## config.mk

```make
export PLATFORM = sky130hd
export DESIGN_NAME = irq_chain_ctl
export DESIGN_NICKNAME = d
export VERILOG_FILES = /design/src/rtl/irq_chain_pkg.sv /design/src/rtl/irq_pend_bank.sv /design/src/rtl/irq_daisy.sv /design/src/rtl/irq_ius_track.sv /design/src/rtl/irq_chain_ctl.sv
export SDC_FILE = /design/constraint.sdc
export NUM_CORES = 1
export LEC_CHECK = 0
export BUFFER_PORTS_ARGS = -buffer_cell sky130_fd_sc_hd__buf_4
export CELL_PAD_IN_SITES_DETAIL_PLACEMENT = 1
export CELL_PAD_IN_SITES_GLOBAL_PLACEMENT = 1
export CORE_MARGIN = 1
export CORE_UTILIZATION = 44
export CTS_BUF_LIST = sky130_fd_sc_hd__clkbuf_4 sky130_fd_sc_hd__clkbuf_8 sky130_fd_sc_hd__clkbuf_16
export CTS_CLUSTER_SIZE = 12
export DETAILED_ROUTE_END_ITERATION = 10
export GPL_ROUTABILITY_DRIVEN = 0
export GPL_TIMING_DRIVEN = 0
export PLACE_DENSITY_LB_ADDON = 0.1
export SLEW_MARGIN = 10
export SYNTH_ARGS = -nofsm -noshare
export SYNTH_HDL_FRONTEND = slang
export SYNTH_SLANG_ARGS = --single-unit
```

## constraint.sdc

```tcl
create_clock -name clk -period 3.77 [get_ports clk]
set_input_delay 0.1885 -clock clk [delete_from_list [all_inputs] [get_ports clk]]
set_output_delay 0.1885 -clock clk [all_outputs]
set_load 0.03 [all_outputs]
```

## src/rtl/irq_chain_pkg.sv

```systemverilog
package irq_chain_pkg;
    localparam int SER_SRC = 6;
    localparam int VEC_W   = 8;

    typedef enum logic [2:0] {
        RA_SER_IE  = 3'd0,
        RA_DMA_IE  = 3'd1,
        RA_CTRL    = 3'd2,
        RA_SER_VEC = 3'd3,
        RA_DMA_VEC = 3'd4,
        RA_SER_IP  = 3'd5,
        RA_DMA_IP  = 3'd6,
        RA_IUS     = 3'd7
    } reg_addr_e;

    // Control register. The last field is bit 0.
    typedef struct packed {
        logic dma_vis;
        logic ser_vis;
        logic dma_mie;
        logic ser_mie;
    } ctrl_t;

    function automatic logic [VEC_W-1:0] apply_status(input logic [VEC_W-1:0] base,
                                                      input logic en,
                                                      input logic [2:0] code);
        return en ? {base[VEC_W-1:4], code, base[0]} : base;
    endfunction
endpackage

```

## src/rtl/irq_pend_bank.sv

```systemverilog
module irq_pend_bank #(
    parameter int N    = 6,
    parameter bit GATE = 1'b1
) (
    input  logic         clk,
    input  logic         rst,
    input  logic [N-1:0] evt,
    input  logic [N-1:0] ie,
    input  logic [N-1:0] clr,
    output logic [N-1:0] ip
);
    logic [N-1:0] set_v;

    generate
        if (GATE) begin : g_gated
            assign set_v = evt & ie;
        end else begin : g_free
            assign set_v = evt;
        end
    endgenerate

    always_ff @(posedge clk) begin
        if (rst) ip <= '0;
        else     ip <= (ip & ~clr) | set_v;
    end
endmodule

```

## src/rtl/irq_daisy.sv

```systemverilog
module irq_daisy #(
    parameter int N  = 8,
    parameter int IW = 3
) (
    input  logic [N-1:0]  elig,
    input  logic [N-1:0]  ius,
    input  logic          iei,
    output logic [N-1:0]  req,
    output logic          ieo,
    output logic [IW-1:0] win,
    output logic          win_ok
);
    logic en;

    always_comb begin
        en     = iei;
        req    = '0;
        win    = '0;
        win_ok = 1'b0;
        for (int i = 0; i < N; i++) begin
            if (en && elig[i] && !ius[i]) begin
                req[i] = 1'b1;
                win    = IW'(i);
                win_ok = 1'b1;
            end
            en = en && !ius[i] && !elig[i];
        end
        ieo = en;
    end
endmodule

```

## src/rtl/irq_ius_track.sv

```systemverilog
module irq_ius_track #(
    parameter int N  = 8,
    parameter int IW = 3
) (
    input  logic          clk,
    input  logic          rst,
    input  logic          set_en,
    input  logic [IW-1:0] set_idx,
    input  logic          clr_hi,
    output logic [N-1:0]  ius
);
    logic [N-1:0] hi_mask;
    logic         found;

    always_comb begin
        hi_mask = '0;
        found   = 1'b0;
        for (int i = 0; i < N; i++) begin
            if (ius[i] && !found) begin
                hi_mask[i] = 1'b1;
                found      = 1'b1;
            end
        end
    end

    always_ff @(posedge clk) begin
        if (rst) ius <= '0;
        else     ius <= (ius & ~(clr_hi ? hi_mask : '0))
                        | (set_en ? (N'(1) << set_idx) : '0);
    end
endmodule

```

## src/rtl/irq_chain_ctl.sv

```systemverilog
module irq_chain_ctl
    import irq_chain_pkg::*;
#(
    parameter int NUM_DMA = 2
) (
    input  logic               clk,
    input  logic               rst,
    input  logic [5:0]         ser_evt,
    input  logic [NUM_DMA-1:0] dma_evt,
    input  logic               wr_en,
    input  logic [2:0]         reg_addr,
    input  logic [7:0]         wr_data,
    output logic [7:0]         rd_data,
    input  logic               iei,
    output logic               ieo,
    output logic               int_n,
    input  logic               iack,
    output logic [7:0]         vec_out,
    output logic               vec_valid
);
    localparam int NSRC = SER_SRC + NUM_DMA;
    localparam int IW   = $clog2(NSRC);

    reg_addr_e          sel;
    ctrl_t              ctrl;
    logic [5:0]         ser_ie, ser_ip, ser_clr;
    logic [NUM_DMA-1:0] dma_ie, dma_ip, dma_clr;
    logic [7:0]         ser_base, dma_base, vec_c;
    logic [NSRC-1:0]    elig, req, ius;
    logic [IW-1:0]      win;
    logic               win_ok, ser_mie, dma_mie;

    assign sel     = reg_addr_e'(reg_addr);
    assign ser_mie = ctrl.ser_mie;
    assign dma_mie = ctrl.dma_mie;

    always_ff @(posedge clk) begin
        if (rst) begin
            ser_ie   <= '0;
            dma_ie   <= '0;
            ctrl     <= '0;
            ser_base <= '0;
            dma_base <= '0;
        end else if (wr_en) begin
            case (sel)
                RA_SER_IE:  ser_ie   <= wr_data[5:0];
                RA_DMA_IE:  dma_ie   <= wr_data[NUM_DMA-1:0];
                RA_CTRL:    ctrl     <= ctrl_t'(wr_data[3:0]);
                RA_SER_VEC: ser_base <= wr_data;
                RA_DMA_VEC: dma_base <= wr_data;
                default: ;
            endcase
        end
    end

    assign ser_clr = (wr_en && sel == RA_SER_IP) ? wr_data[5:0] : '0;
    assign dma_clr = (wr_en && sel == RA_DMA_IP) ? wr_data[NUM_DMA-1:0] : '0;

    irq_pend_bank #(.N(SER_SRC), .GATE(1'b1)) u_ser_pend (
        .clk(clk), .rst(rst), .evt(ser_evt), .ie(ser_ie), .clr(ser_clr), .ip(ser_ip));

    irq_pend_bank #(.N(NUM_DMA), .GATE(1'b0)) u_dma_pend (
        .clk(clk), .rst(rst), .evt(dma_evt), .ie(dma_ie), .clr(dma_clr), .ip(dma_ip));

    assign elig = {dma_ip & dma_ie & {NUM_DMA{dma_mie}},
                   ser_ip & ser_ie & {SER_SRC{ser_mie}}};

    irq_daisy #(.N(NSRC), .IW(IW)) u_daisy (
        .elig(elig), .ius(ius), .iei(iei), .req(req), .ieo(ieo),
        .win(win), .win_ok(win_ok));

    irq_ius_track #(.N(NSRC), .IW(IW)) u_ius (
        .clk(clk), .rst(rst), .set_en(iack && win_ok), .set_idx(win),
        .clr_hi(wr_en && sel == RA_IUS), .ius(ius));

    assign int_n = ~|req;

    always_comb begin
        if (win < IW'(SER_SRC))
            vec_c = apply_status(ser_base, ctrl.ser_vis, 3'(win));
        else
            vec_c = apply_status(dma_base, ctrl.dma_vis, 3'(win - IW'(SER_SRC)));
    end

    assign vec_valid = iack && win_ok;
    assign vec_out   = vec_valid ? vec_c : '0;

    always_comb begin
        case (sel)
            RA_SER_IE:  rd_data = '0;
            RA_DMA_IE:  rd_data = 8'(dma_ie);
            RA_CTRL:    rd_data = {4'b0, ctrl};
            RA_SER_VEC: rd_data = ser_base;
            RA_DMA_VEC: rd_data = dma_base;
            RA_SER_IP:  rd_data = {2'b0, ser_ip};
            RA_DMA_IP:  rd_data = 8'(dma_ip);
            default:    rd_data = 8'(ius);
        endcase
    end
endmodule

```

==> flow_summary_export.csv, run 1 <==
group,metric,value,unit
outcome,status,"complete, no violations",
worst_setup_path,arrival,3270,ps
routing,wirelength,8.55,mm
logic_synthesis,synth_edf_count,0,
logic_synthesis,synth.distinct_cells,46,
die,core-area,5510,µm²
timing,finalMaxSlewViolations,0,
logic_synthesis,synth_common_cells,"nand2_1 (62), dfxtp_1 (44), nor2_1 (40)",
cells_and_area,multiInputGateArea,1550,µm²
worst_setup_path,critPathLaunchType,"flop",
timing,worst_hold_slack,88.9,ps
hold_path,min_path_type,"in -> reg",
timing,rsz0062_at_grt,"no",
cells_and_area,layout-drive-gt1-share,0.162,
routing,detailedRoute.firstIterationViolations,89,
timing,slew_headroom,0.188,
cts,post_cts_buffers,0,
pwr,leakage,1.07,nW
die,die_area,6010,µm²
cells_and_area,final-seq-area,881,µm²
logic_synthesis,yosysWarnings,0,
global_routing,grt_pass1_vias,2658,
worst_setup_path,crit_path_end_kind,"primary output",
logic_synthesis,netlist_instances,329,
worst_setup_path,worstPathRequired,3580,ps
placed_design,dp_hpwl,6.48,mm
logic_synthesis,synthArstFlopShare,0,
logic_synthesis,synth_nets,355,
timing,hold_viol,0,
cts,cts_tree,"built",
routing,viasPerCell,5.88,
global_routing,grt_remaining_overflow,0,
worst_setup_path,path_max_fanout,10,
routing,wl_per_cell,19.1,µm
global_routing,antenna_found_initial,0,
cts,cts_resized,0,
die,start_util,0.456,
die,die_w,77.5,µm
cells_and_area,syn_to_final_growth,18.8,%
timing,worst_pin_slew,1210,ps
cts,clk_latency,310,ps
placed_design,placed_cells,441,
logic_synthesis,synth_ff_type,"dfxtp_1",
routing,vias,2632,
die,die_h,77.5,µm
timing,finalSetupTns,0,ps
logic_synthesis,syn_area_per_cell,7.63,µm²
routing,drt_pass1_iterations,4,
logic_synthesis,synth-seq-cells,44,
cells_and_area,nFillCells,724,
cts,numCtsBuffers,5,
global_routing,gr-usage-all-layers,0.304,
cts,cts_max_level,2,
placed_design,numPortBuffers,40,
pwr,power_density,301,nW/µm²
worst_setup_path,path_class,"reg -> out",
die,ioPinCount,43,
cts,clk_pin_slew,90,ps
logic_synthesis,yosysMostFrequentCell,"nand2_1",
flow_run,maxCapViolCount,0,
cts,cts-root-buf,"clkbuf_8",
routing,ant_nets,0,
cts,cts.sinks,44,
cts,postCtsHoldBufs,0,
cells_and_area,insertedDiodeCount,0,
cts,cts_buffer_depth,2,
pwr,vdd_drop_max,0.159,mV
die,num_rows,27,
cells_and_area,fin_cells,448,
timing,setup_viol,0,
logic_synthesis,synth_area_leaders,"dfxtp_1 (35%), nand2_1 (9.3%), mux2i_1 (7.6%), a21oi_1 (6.8%), nor2_1 (6.0%)",
global_routing,grt_max_degree,14,
timing,fin_crit_sh,0.918,
logic_synthesis,synth_top_area_cell,"dfxtp_1",
timing,timing.final.crit_period,3460,ps
logic_synthesis,syn_area,2510,µm²
timing,max_freq,0.289,GHz
logic_synthesis,synth_top_area_frac,0.351,
logic_synthesis,ys_seq_area_frac,0.351,
timing,skew,11.4,ps
global_routing,grt_pass1_wl,13.9,mm
cells_and_area,final_nets,402,
routing,drcViolationCount,0,
==> cell families (layout without fill, tap and decap cells) <==
family                     Yosys count  in the layout  synth area share
AOI/OAI and AO/OA                   96             96             0.250
muxes                               22             22            0.0892
and+or+nand+nor                    146            146             0.270
DFF                                 44             44             0.351
adders and majority gates            2              2           0.00997
buffers and inverters               19             66            0.0299
==> layer usage <==
layer / part of all wire / up-vias / track usage
met4: 0.019 / 0 / 0.106
li1: - / 1264 / -
met1: 0.47 / 1287 / 0.400
met2: 0.48 / 68 / 0.503
met5: 0 / - / 0
met3: 0.037 / 13 / 0.0459
==> report_power, final <==
part / leakage (nW) / internal (mW) / switching [mW]
sequential: 0.356 / 0.473 / 0.00973
combinational: 0.676 / 0.0436 / 0.0724
clock: 0.0400 / 0.126 / 0.174
total: 1.07 / 0.643 / 0.256
==> state kept, by name, indices dropped and copies added (netlist names) <==
name / cells
ser_ie: 6
ser_mie: 1
dma_ie: 2
ctrl: 2
u_dma_pend.ip: 2
u_ius.ius: 8
ser_base: 8
dma_base: 8
u_ser_pend.ip: 6
dma_mie: 1
==> critical path: stages (launching register included) <==
cell and delay [ps]:
dfxtp_1 360, nor3b_2 320, nand4_1 310, or3_1 470, nand2_1 150, ha_1 250
clkbuf_1 450, a31oi_1 180, a31oi_1 260, buf_4 200
==> placed cells by master (no fill, tap or decap), types with 3 or more instances in the layout <==
| cell | Yosys | final |
|---|---|---|
| nand3_1 | 6 | 6 |
| a22oi_1 | 9 | 9 |
| nor3_1 | 6 | 6 |
| buf_4 | 1 | 41 |
| mux2i_1 | 19 | 19 |
| a21oi_1 | 34 | 34 |
| clkbuf_8 | 0 | 5 |
| a31oi_1 | 7 | 7 |
| nand2b_1 | 7 | 7 |
| dfxtp_1 | 44 | 44 |
| or3_1 | 3 | 3 |
| inv_1 | 4 | 4 |
| o21ai_0 | 21 | 21 |
| o211ai_1 | 5 | 5 |
| nor2b_1 | 3 | 3 |
| and2_1 | 3 | 3 |
| clkbuf_1 | 12 | 12 |
| mux2_2 | 3 | 3 |
| and3b_1 | 3 | 3 |
| nor2_1 | 40 | 40 |
| nand4_1 | 3 | 3 |
| nand2_1 | 62 | 62 |
==> worst paths after layout <==
check | from | end | slack, ps | cells past startpoint
min | dma_evt[1] | u_dma_pend.ip[1]$_SDFF_PP0_ | 90 | 3
max reg2reg | u_ius.ius[1]$_SDFF_PP0_ | u_ius.ius[3]$_SDFF_PP0_ | 1710 | 5
max | u_ius.ius[1]$_SDFF_PP0_ | vec_out[2] | 310 | 9
min reg2reg | ser_base[5]$_SDFFE_PP0P_ | ser_base[5]$_SDFFE_PP0P_ | 470 | 2
==> area by class of cell <==
cell class	count	share of cell area
Clock buffer	5	0.0231
Tap cell	72	0.0302
Clock inverter	2	0.00420
Timing Repair Buffer	40	0.101
Sequential cell	44	0.295
Inverter	6	0.00755
Multi-Input combinational cell	266	0.521
Buffer	13	0.0176
==> stage by stage <==
step	total power, mW	setup WS, ps	utilization	cell area, µm²
6_report	0.899	311	0.541	2980
2_1_floorplan	0.554	1010	-	2510
3_5_place_dp	0.608	741	0.527	2900
3_3_place_gp	0.605	792	0.527	2900
5_1_grt	0.931	146	0.541	2980
4_1_cts	0.902	374	0.541	2980
(Power assumes the default switching activity.)
==> run 2: changes to the inputs <==
--- a/config.mk
+++ b/config.mk
@@ -15,7 +15,7 @@
 export DETAILED_ROUTE_END_ITERATION = 10
 export GPL_ROUTABILITY_DRIVEN = 0
 export GPL_TIMING_DRIVEN = 0
-export PLACE_DENSITY_LB_ADDON = 0.1
+export PLACE_DENSITY_LB_ADDON = 0.3
 export SLEW_MARGIN = 10
 export SYNTH_ARGS = -nofsm -noshare
 export SYNTH_HDL_FRONTEND = slang
==> flow_summary_export.csv, run 2 (synthesis results as in run 1) <==
group,metric,value,unit
outcome,status,"complete, no violations",
cts,post_cts_buffers,0,
cells_and_area,layout-drive-gt1-share,0.164,
timing,skew,9.95,ps
global_routing,grt_pass1_wl,14.4,mm
timing,max_freq,0.286,GHz
hold_path,min_path_type,"in -> reg",
die,die_h,77.5,µm
cts,cts_max_level,2,
placed_design,numPortBuffers,40,
global_routing,grt_remaining_overflow,0,
cts,cts_resized,0,
timing,timing.final.crit_period,3490,ps
routing,drt_pass1_iterations,4,
timing,finalMaxSlewViolations,0,
timing,rsz0062_at_grt,"no",
worst_setup_path,reg2reg_depth,5,
hold_path,min_path_cells,3,
timing,timing.final.ws_setup,275,ps
cells_and_area,insertedDiodeCount,0,
worst_setup_path,critPathLaunchType,"flop",
cells_and_area,layout_common_cells,"nand2_1 (62), dfxtp_1 (44), buf_4 (41)",
flow_run,maxCapViolCount,0,
global_routing,antenna_found_initial,0,
timing,setup_viol,0,
worst_setup_path,crit_path_end_kind,"primary output",
routing,met2_length,4.20,mm
die,core-area,5510,µm²
pwr,vdd_drop_max,0.214,mV
routing,ant_nets,0,
routing,dr_wl_met3,455,µm
routing,vias,2666,
cells_and_area,reg_top3,"dma_base x8, ser_base x8, u_ius.ius x8",
global_routing,grt_max_degree,14,
die,start_util,0.456,
timing,worst_pin_slew,1140,ps
placed_design,place_ws,722,ps
cts,cts.sinks,44,
cts,cts_tree,"built",
timing,hold_viol,0,
cts,clk_pin_slew,90,ps
cts,numCtsBuffers,5,
worst_setup_path,path_max_fanout,10,
worst_setup_path,path_class,"reg -> out",
placed_design,dp_hpwl,6.40,mm
timing,slew_headroom,0.236,
die,die_w,77.5,µm
pwr,leakage,1.09,nW
die,ioPinCount,43,
cells_and_area,syn_to_final_growth,20.0,%
cts,clk_latency,300,ps
routing,drcViolationCount,0,
cells_and_area,final_nets,402,
timing,worst_hold_slack,86.9,ps
routing,wirelength,8.74,mm
worst_setup_path,worstPathRequired,3580,ps
cts,cts-root-buf,"clkbuf_8",
worst_setup_path,arrival,3310,ps
routing,detailedRoute.firstIterationViolations,167,
cts,postCtsHoldBufs,0,
cells_and_area,final_common_cell,"nand2_1",
global_routing,gr-usage-all-layers,0.309,
die,num_rows,27,
cts,cts_buffer_depth,2,
routing,wl_met1,3.88,mm
routing,wl_per_cell,19.5,µm
timing,finalSetupTns,0,ps
global_routing,grt_pass1_vias,2805,
die,die_area,6010,µm²
routing,viasPerCell,5.94,
pwr,p_total,0.970,mW
timing,fin_crit_sh,0.927,
routing,highest_layer,"met4",
pwr,power_density,322,nW/µm²
==> run 2: cell count changes in the layout (fill, tap and decap cells not counted) <==
| cell | previous run | this run |
|---|---|---|
| clkbuf_4 | 0 | 1 |
| bufinv_16 | 0 | 1 |
| clkinvlp_4 | 1 | 0 |
==> run 2: worst max-delay path: stages, from the launching register on <==
cell      delay (ps)
dfxtp_1          360
a22oi_1          380
a31oi_1          280
or3_1            500
nand2_1          140
ha_1             230
clkbuf_1         460
a31oi_1          190
a31oi_1          260
buf_4            200
==> run 2: worst paths after layout <==
path	start	to	slack, ps
setup reg to reg	u_ser_pend.ip[2]$_SDFF_PP0_	u_ius.ius[4]$_SDFF_PP0_	1650
setup / recovery	u_ser_pend.ip[2]$_SDFF_PP0_	vec_out[2]	280
hold / removal	dma_evt[1]	u_dma_pend.ip[1]$_SDFF_PP0_	90
hold reg to reg	ser_base[4]$_SDFFE_PP0P_	ser_base[4]$_SDFFE_PP0P_	480
==> run 2: area by class of cell <==
cell class                 instances  area, µm²
timing repair buffer              40        300
clock inverter                     2       35.0
fill                             715       2490
multi-input combinational        266       1550
tap                               72       90.1
sequential                        44        881
clock buffer                       6       76.3
inverter                           6       22.5
buffer                            13       52.6
==> run 2: metrics by stage <==
stage,cell area (µm²),std cells,utilization
2_1_floorplan,2510,329,-
3_3_place_gp,2900,441,0.527
3_5_place_dp,2900,441,0.527
4_1_cts,3010,449,0.547
5_1_grt,3010,449,0.547
6_report,3010,449,0.547
==> run 2: report_power, final <==
part	leakage, nW	internal, mW	total [mW]	switching (mW)
combinational	0.676	0.0436	0.118	0.0741
clock	0.0586	0.204	0.369	0.165
sequential	0.356	0.473	0.483	0.00957
total	1.09	0.721	0.970	0.249
==> run 2: metal layers <==
layer,vias to the layer above,global-route usage
met5,-,0
met4,0,0.113
met3,16,0.0447
met2,83,0.519
met1,1300,0.400
li1,1267,-
